[src/rtl/sd_pkg.sv]
package sd_pkg;

  localparam int unsigned MAX_LEN = 32;

  // Tracker successor: given s matched leading bits and a new bit b, return
  // the longest k (< len) such that the first k pattern bits end the history.
  function automatic int unsigned step_depth(
    input logic [MAX_LEN-1:0] pat,
    input int unsigned        len,
    input int unsigned        s,
    input logic               b
  );
    int unsigned best;
    best = 0;
    for (int k = 1; k < MAX_LEN; k++) begin
      if ((k <= int'(s) + 1) && (k < int'(len))) begin
        logic ok;
        ok = (pat[5'(k - 1)] == b);
        for (int j = 0; j < MAX_LEN - 1; j++) begin
          if ((j < k - 1) && (pat[5'(j)] != pat[5'(int'(s) + 1 - k + j)])) begin
            ok = 1'b0;
          end
        end
        if (ok) begin
          best = k;
        end
      end
    end
    return best;
  endfunction

endpackage

[src/rtl/sd_progress.sv]
module sd_progress #(
  parameter int unsigned          PAT_LEN = 7,
  parameter logic [PAT_LEN-1:0]   PATTERN = 7'b1010111,
  localparam int unsigned         DEPTH_W = $clog2(PAT_LEN)
) (
  input  logic               clk,
  input  logic               rst,
  input  logic               bit_vld,
  input  logic               bit_in,
  output logic [DEPTH_W-1:0] depth_q
);

  logic [DEPTH_W-1:0] next_on0 [PAT_LEN];
  logic [DEPTH_W-1:0] next_on1 [PAT_LEN];
  logic [DEPTH_W-1:0] depth_d;

  // One row of successors per tracker value, folded at elaboration.
  for (genvar s = 0; s < PAT_LEN; s++) begin : g_row
    localparam int unsigned N0 =
      sd_pkg::step_depth(32'(PATTERN), PAT_LEN, s, 1'b0);
    localparam int unsigned N1 =
      sd_pkg::step_depth(32'(PATTERN), PAT_LEN, s, 1'b1);
    assign next_on0[s] = DEPTH_W'(N0);
    assign next_on1[s] = DEPTH_W'(N1);
  end

  always_comb begin
    depth_d = depth_q;
    if (bit_vld) begin
      depth_d = bit_in ? next_on1[depth_q] : next_on0[depth_q];
    end
  end

  always_ff @(posedge clk) begin
    if (rst) begin
      depth_q <= '0;
    end else begin
      depth_q <= depth_d;
    end
  end

endmodule

[src/rtl/sd_mealy.sv]
module sd_mealy #(
  parameter int unsigned        PAT_LEN = 7,
  parameter logic [PAT_LEN-1:0] PATTERN = 7'b1010111,
  localparam int unsigned       DEPTH_W = $clog2(PAT_LEN),
  localparam int unsigned       LAST    = PAT_LEN - 1
) (
  input  logic               rst,
  input  logic               bit_vld,
  input  logic               bit_in,
  input  logic [DEPTH_W-1:0] depth,
  output logic               hit
);

  assign hit = bit_vld & ~rst
             & (depth == DEPTH_W'(LAST))
             & (bit_in == PATTERN[LAST]);

endmodule

[src/rtl/sd_moore.sv]
module sd_moore (
  input  logic clk,
  input  logic rst,
  input  logic done,
  output logic hit_q
);

  always_ff @(posedge clk) begin
    if (rst) begin
      hit_q <= 1'b0;
    end else begin
      hit_q <= done;
    end
  end

endmodule

[src/rtl/serial_pattern_detector.sv]
module serial_pattern_detector #(
  parameter int unsigned        PAT_LEN = 7,
  parameter logic [PAT_LEN-1:0] PATTERN = 7'b1010111
) (
  input  logic clk,
  input  logic rst,
  input  logic bit_vld,
  input  logic bit_in,
  output logic hit_now,
  output logic hit_reg
);

  localparam int unsigned DEPTH_W = $clog2(PAT_LEN);

  logic [DEPTH_W-1:0] depth_q;

  sd_progress #(.PAT_LEN(PAT_LEN), .PATTERN(PATTERN)) u_progress (
    .clk     (clk),
    .rst     (rst),
    .bit_vld (bit_vld),
    .bit_in  (bit_in),
    .depth_q (depth_q)
  );

  sd_mealy #(.PAT_LEN(PAT_LEN), .PATTERN(PATTERN)) u_mealy (
    .rst     (rst),
    .bit_vld (bit_vld),
    .bit_in  (bit_in),
    .depth   (depth_q),
    .hit     (hit_now)
  );

  sd_moore u_moore (
    .clk   (clk),
    .rst   (rst),
    .done  (hit_now),
    .hit_q (hit_reg)
  );

endmodule

[config.mk]
export PLATFORM = sky130hd
export DESIGN_NAME = serial_pattern_detector
export DESIGN_NICKNAME = d
export VERILOG_FILES = /design/src/rtl/sd_pkg.sv /design/src/rtl/sd_progress.sv /design/src/rtl/sd_mealy.sv /design/src/rtl/sd_moore.sv /design/src/rtl/serial_pattern_detector.sv
export SDC_FILE = /design/constraint.sdc
export NUM_CORES = 1
export LEC_CHECK = 0
export BUFFER_PORTS_ARGS = -buffer_cell sky130_fd_sc_hd__buf_2
export CORE_AREA = 2 2 39 41
export CTS_CLUSTER_SIZE = 12
export DETAILED_ROUTE_END_ITERATION = 7
export DIE_AREA = 0 0 41 43
export PLACE_DENSITY = 0.38
export SYNTH_ARGS = -nofsm -noshare
export SYNTH_HDL_FRONTEND = slang
export SYNTH_HIERARCHICAL = 1
export SYNTH_SLANG_ARGS = --single-unit
[constraint.sdc]
create_clock -name clk -period 1.1 [get_ports clk]
set_input_delay 0.165 -clock clk [delete_from_list [all_inputs] [get_ports clk]]
set_output_delay 0.165 -clock clk [all_outputs]
set_load 0.01 [all_outputs]
==> results of run 1 <==
==> cell usage after synthesis <==
cell	count	area share, %
a2111oi_2	1	6.9
a21oi_1	2	4.6
a311oi_1	1	4.0
a31o_1	1	4.0
dfxtp_1	4	37
inv_1	3	5.2
nand2b_1	2	5.7
nand2b_4	1	6.3
nand3b_1	1	3.4
nand4b_1	1	4.0
nor2b_4	1	6.3
nor3b_2	1	5.7
o211ai_1	1	3.4
o31ai_1	1	3.4
==> repair_timing <==
| action | 4_1_cts | 5_1_grt |
|---|---|---|
| endpoints found under the hold margin | 0 | 0 |
| gates resized for setup | 4 | 0 |
| setup buffers | 2 | 0 |
| pin swaps | 1 | 0 |
| setup endpoints to repair | 1 | 1 |
==> worst max-delay path: stages, from the launching register on <==
cell and delay (ns):
dfxtp_2 0.31, nand4b_1 0.17, nor3b_2 0.20, buf_2 0.16
==> cell usage in the layout (no fill, tap or decap) <==
cell type,n
a2111oi_2,1
a21oi_1,2
a311oi_1,1
a31o_1,1
buf_2,5
buf_4,3
clkbuf_4,3
dfxtp_1,1
dfxtp_2,2
dfxtp_4,1
inv_1,3
nand2b_1,2
nand2b_4,1
nand3b_1,1
nand4b_1,1
nor2b_4,1
nor3b_2,1
o211ai_1,1
o31ai_1,1
==> power by group through the flow <==
stage          Sequential (mW)  Combinational (mW)  Clock (mW)
2_1_floorplan            0.154              0.0132           0
4_1_cts                  0.150              0.0362       0.183
3_5_place_dp             0.155              0.0317           0
3_3_place_gp             0.155              0.0316           0
5_1_grt                  0.150              0.0417       0.191
6_report                 0.150              0.0372       0.172
==> flip-flops by register name, indices dropped and copies added (netlist names) <==
| signal | cells |
|---|---|
| u_moore/hit_q | 1 |
| u_progress/depth_q | 3 |
==> worst paths after layout <==
check | endpoint | slack (ns) | cells after the start
setup / recovery | hit_now | -0.13 | 3
hold / removal | u_moore/hit_q | 0.20 | 2
setup reg to reg | u_progress/depth_q[2] | 0.08 | 3
hold reg to reg | u_progress/depth_q[2] | 0.52 | 1
==> kinds of logic (layout without fill, tap and decap cells) <==
family	Yosys count	count (layout)
buffers and inverters	3	14
and+or+nand+nor	7	7
AOI/OAI and AO/OA	7	7
DFF	4	4
==> cell type report <==
cell class / instances / area (um2)
inverters: 3 / 11.3
multi-input cells: 14 / 126
repair buffers: 8 / 47.5
clock buffers: 3 / 22.5
well taps: 16 / 20.0
flip-flops and latches: 4 / 86.3
fillers: 151 / 1070
==> metrics by stage <==
step / power (mW) / setup slack (ns) / instances
final: 0.359 / -0.131 / 48
after global routing: 0.383 / -0.210 / 48
after CTS: 0.369 / -0.142 / 48
after detailed placement: 0.187 / 0.0169 / 43
after global placement: 0.186 / 0.00887 / 43
after floorplan: 0.168 / 0.0652 / 21
==> layer usage <==
layer	part of all wire, %	vias to the layer above
met5	0	-
met4	0	0
met3	7.1	0
met2	53	7
met1	40	91
li1	-	102
==> key figures, run 1 <==
Run status
  – Outcome: finished with violations
  – Failing checks: negative setup slack

Global routing
  – Initial antenna violation count: 0
  – Most Crowded Layer GR: met4
  – Global-route wire length before repair: between 900 and 1000 um
  – Grt total ovfl: 0
  – GR Util met1: 9.94%
  – Vias in the first global route: ~210
  – Pin count of the biggest net entering global routing: 8
  – GRT met3 Usage: between 3 and 4%
  – Total track usage: under 10%
  – GRT met2 Usage: 9.69%

CTS
  – CTS Buffer Depth: 2
  – Clock-pin transition on the worst setup and hold timing paths: ~0.030 ns
  – Hold bufs inserted after CTS: 0
  – CTS buffer count: 3
  – Clk_lat worst skew: approximately 0.23 ns
  – CTS tree: done
  – Total clock sinks: 4
  – Htree depth: 1
  – CTS Root Cell: clkbuf_4

STA
  – RSZ-0062 raised after global routing: yes
  – Period utilization: 112%
  – Peak Freq: roughly 800 MHz
  – Crit path time final: 1.23 ns
  – Worst-Margin Slew: ~0.26 ns
  – Max Slew Vio Count: 0
  – Final Hold Vio Count: 0
  – Post-route setup TNS: -0.131 ns
  – Final Setup Violations: 1
  – Rel. slew slack: 82.4%
  – Worst Skew: about 0.0012 ns
  – Final worst slack: -0.131 ns
  – Hold Slack: between 0.2 and 0.25 ns

Floorplan
  – Die height: approximately 43 um
  – Core ar.: 1380 um2
  – Initial Util: between 10% and 20%
  – FP Rows: 14
  – Total die area: approximately 1800 um2
  – IO Count: 6
  – DIE WIDTH: approximately 40 um

Worst hold path
  – Hold Crit Start: rst
  – Worst hold path type: primary input to flip-flop

Synthesis
  – Post-synthesis sequential area ratio: a little under two fifths
  – Largest family of logic cells by synthesized area: simple AND/OR/NAND/NOR gates
  – Syn Area/Cell: ~10 um2
  – Syn nets: 25
  – Synth Warn #: 6
  – Cell Area, Synth: between 200 and 250 um2
  – Synth Area in Simple Gates: a little under a third
  – Multiplexer area fraction after synthesis: 0%
  – Register bit total from synthesis: 4
  – Post-Synth XOR/XNOR Area: 0%
  – Complex-gate fraction of the synthesized area: between 20% and 30%
  – Synth unique cells: 14
  – Synth Area in Adders: 0%
  – Syn Inst Count: 21

Critical path
  – Type of the worst setup path: flip-flop to primary output
  – Critical path fanouts, max: 2
  – Worst setup path startpoint: u_progress/depth_q[0]
  – Arr. time, crit path: between 1 and 1.5 ns
  – R2r startpoint: u_progress/depth_q[2]
  – Critical Path Start Type: flip-flop
  – Crit end category: primary output
  – CP required: about 0.94 ns

Route
  – DR vias: 200
  – Initial DRT Pass Iterations: 4
  – Post-DR vias/cell: 4.17
  – Final ANT Viol Nets: 0
  – # DRC: 0
  – DRT Wirelength: about 490 um
  – Routed wire per std cell: 10.2 um
  – DRT iter0 DRCs: 10

Power
  – Net Sw Power: approximately 0.074 mW
  – Gate power share: between 10% and 20%
  – Power Dens Cells: 1140 nW/um2
  – IR drop worst, VDD: slightly below 0.4 mV
  – Power Internal: approximately 0.28 mW
  – Clock share of power: a little under half
  – Pleak: between 0.1 and 0.15 nW
  – Sw Ratio: around a fifth
  – Sequential share of power: 41.7%

Place
  – Gp weighted congestion: 0.706
  – Port Buffers: 5
  – DP Area: 270 um2

Layout
  – Final core area utilization: 22.7%
  – Diode count: 0
  – Layout area overhead: 44.3%
  – Nets: 38
  – Post-route cell area: 314 um2
  – Share of layout cells above drive strength 1: between 50 and 60%

Run
  – Max_cap viols: 0
Power figures use the tool's default switching activity.
==> run 2: changes to the inputs <==
- PLACE_DENSITY: 0.38 -> 0.39
- clock period: 1.1 -> 1.05 ns (I/O delays scaled with it)
==> run 2 against run 1 <==
The flow still finishes with violations (negative setup slack). Global-route usage shrank 1.5 points. Critical path type unchanged. Total power grew 5.6%. Sequential power grew 5%. Routed wire length shrank 2.4%.
==> key figures, run 2 (synthesis gave the netlist of run 1 again) <==
CTS
  – Clock-pin transition on the worst setup and hold timing paths: 0.03 ns (about the same)
  – Clk_lat worst skew: 0.23 ns (about the same)
  – Htree depth: 1 (unchanged)
  – CTS buffer count: 3 (unchanged)
  – CTS Root Cell: clkbuf_4
  – CTS tree: done
  – Total clock sinks: 4 (unchanged)
  – CTS Buffer Depth: 2 (unchanged)

Global routing
  – Vias in the first global route: 199 (-5.7%)
  – Pin count of the biggest net entering global routing: 8 (unchanged)
  – Grt total ovfl: 0 (unchanged)
  – Global-route wire length before repair: 738 um (-20%)
  – Initial antenna violation count: 0 (unchanged)
  – Total track usage: 6.92% (-1.5 points)

Floorplan
  – IO Count: 6 (unchanged)
  – Initial Util: 15.7% (unchanged)
  – FP Rows: 14 (unchanged)
  – DIE WIDTH: 41 um (unchanged)
  – Total die area: 1760 um2 (unchanged)
  – Die height: 43 um (unchanged)
  – Core ar.: 1380 um2 (unchanged)

Route
  – Routed wire per std cell: 9.96 um (-2.4%)
  – DRT iter0 DRCs: 1 (-9)
  – Initial DRT Pass Iterations: 2 (-2)
  – DR vias: 193 (-3.5%)
  – Post-DR vias/cell: 4.02 (-3.5%)
  – # DRC: 0 (unchanged)
  – Final ANT Viol Nets: 0 (unchanged)
  – DRT Wirelength: 478 um (-2.4%)

STA
  – Max Slew Vio Count: 0 (unchanged)
  – Final Setup Violations: 1 (unchanged)
  – Worst Skew: 0.000590 ns (-0.000597 ns)
  – Peak Freq: 815 MHz
  – Period utilization: 117%
  – Final Hold Vio Count: 0 (unchanged)
  – Crit path time final: 1.23 ns
  – Final worst slack: -0.176 ns (-0.0455 ns)
  – Rel. slew slack: 80.9% (-1.5 points)
  – RSZ-0062 raised after global routing: yes
  – Worst-Margin Slew: 0.286 ns (+0.0221 ns)

Critical path
  – Worst setup path startpoint: u_progress/depth_q[0]
  – Critical Path Start Type: flip-flop
  – R2r startpoint: u_progress/depth_q[2]
  – Type of the worst setup path: flip-flop to primary output
  – Crit end category: primary output
  – Critical path fanouts, max: 2 (unchanged)
  – CP required: 0.89 ns (-0.05 ns)
  – Arr. time, crit path: 1.07 ns (about the same)

Layout
  – Most frequent cells in the layout: buf_2 (5), clkbuf_4 (3), inv_1 (3), buf_4 (3)
  – Max FFs per register: 3 (unchanged)
  – Regs by FF count: u_progress/depth_q x3, u_moore/hit_q x1
  – Final core area utilization: 22.7% (unchanged)
  – Commonest non-fill, non-tap cell in the layout: buf_2
  – Nets: 38 (unchanged)
  – Largest Register: u_progress/depth_q
  – Layout area overhead: 44.3% (unchanged)
  – # fillers: 160 (+6.0%)
  – Diode count: 0 (unchanged)
  – Share of layout cells above drive strength 1: 56.3% (unchanged)

Power
  – Design Power: 0.379 mW (+5.6%)
  – IR drop worst, VDD: 0.305 mV (-23%)
  – Power Dens Cells: 1210 nW/um2 (+5.6%)
  – Pleak: 0.120 nW (-0.54%)

Place
  – Gp weighted congestion: 0.834 (+18%)
  – Port Buffers: 5 (unchanged)

Run status
  – Outcome: finished with violations
  – Failing checks: negative setup slack

Run
  – Max_cap viols: 0 (unchanged)

Worst hold path
  – Hold Crit Start: rst
  – Worst hold path type: primary input to flip-flop
## run 2: cell counts in the layout (fill, tap and decap cells not counted)
Identical to the previous run, type by type.
## run 2: worst paths after layout
kind                                               to  slack [ns]  cells after the start
worst max-delay path                          hit_now       -0.18                      3
worst min-delay path                    u_moore/hit_q        0.20                      2
worst max register to register  u_progress/depth_q[2]           0                      3
worst min register to register  u_progress/depth_q[2]        0.53                      1
## run 2: final cells by class
type                       count  area, um2  share of cell area, %
clock buffer                   3       22.5                   7.17
inverter                       3       11.3                   3.59
multi-input combinational     14        126                   40.2
sequential                     4       86.3                   27.5
tap                           16       20.0                   6.37
timing repair buffer           8       47.5                   15.1
## run 2: timing repair
item	in CTS	in global routing
hold buffers	0	0
setup endpoints to repair	2	2
pin swaps	1	0
setup buffers	1	0
resized for setup	4	0
## run 2: where the power goes
group | internal [mW] | total (mW) | switching (mW)
Combinational | 0.0191 | 0.0408 | 0.0216
Clock | 0.127 | 0.181 | 0.0541
Sequential | 0.155 | 0.157 | 0.00238
## run 2: through the flow
step | worst slack, ns | cells | hold WS, ns | instance area [um2] | setup TNS [ns]
CTS | -0.194 | 48 | 0.191 | 314 | -0.200
global route | -0.253 | 48 | 0.196 | 314 | -0.295
floorplan | 0.0152 | 21 | 0.222 | 218 | 0
detailed placement | -0.0296 | 44 | 0.440 | 278 | -0.0447
global placement | 0.00228 | 44 | 0.439 | 278 | 0
finish | -0.176 | 48 | 0.202 | 314 | -0.176
## run 2: critical path: stages (launching register included)
cell	delay (ns)
dfxtp_2	0.31
nand4b_1	0.18
nor3b_2	0.19
buf_2	0.16
## run 2: layer usage
metal,wire length [um],global-route usage [%],vias to the layer above
li1,-,-,101
met1,195,7.69,86
met2,243,8.44,6
met3,38,1.57,0
met4,0,10.0,0
met5,0,0,-
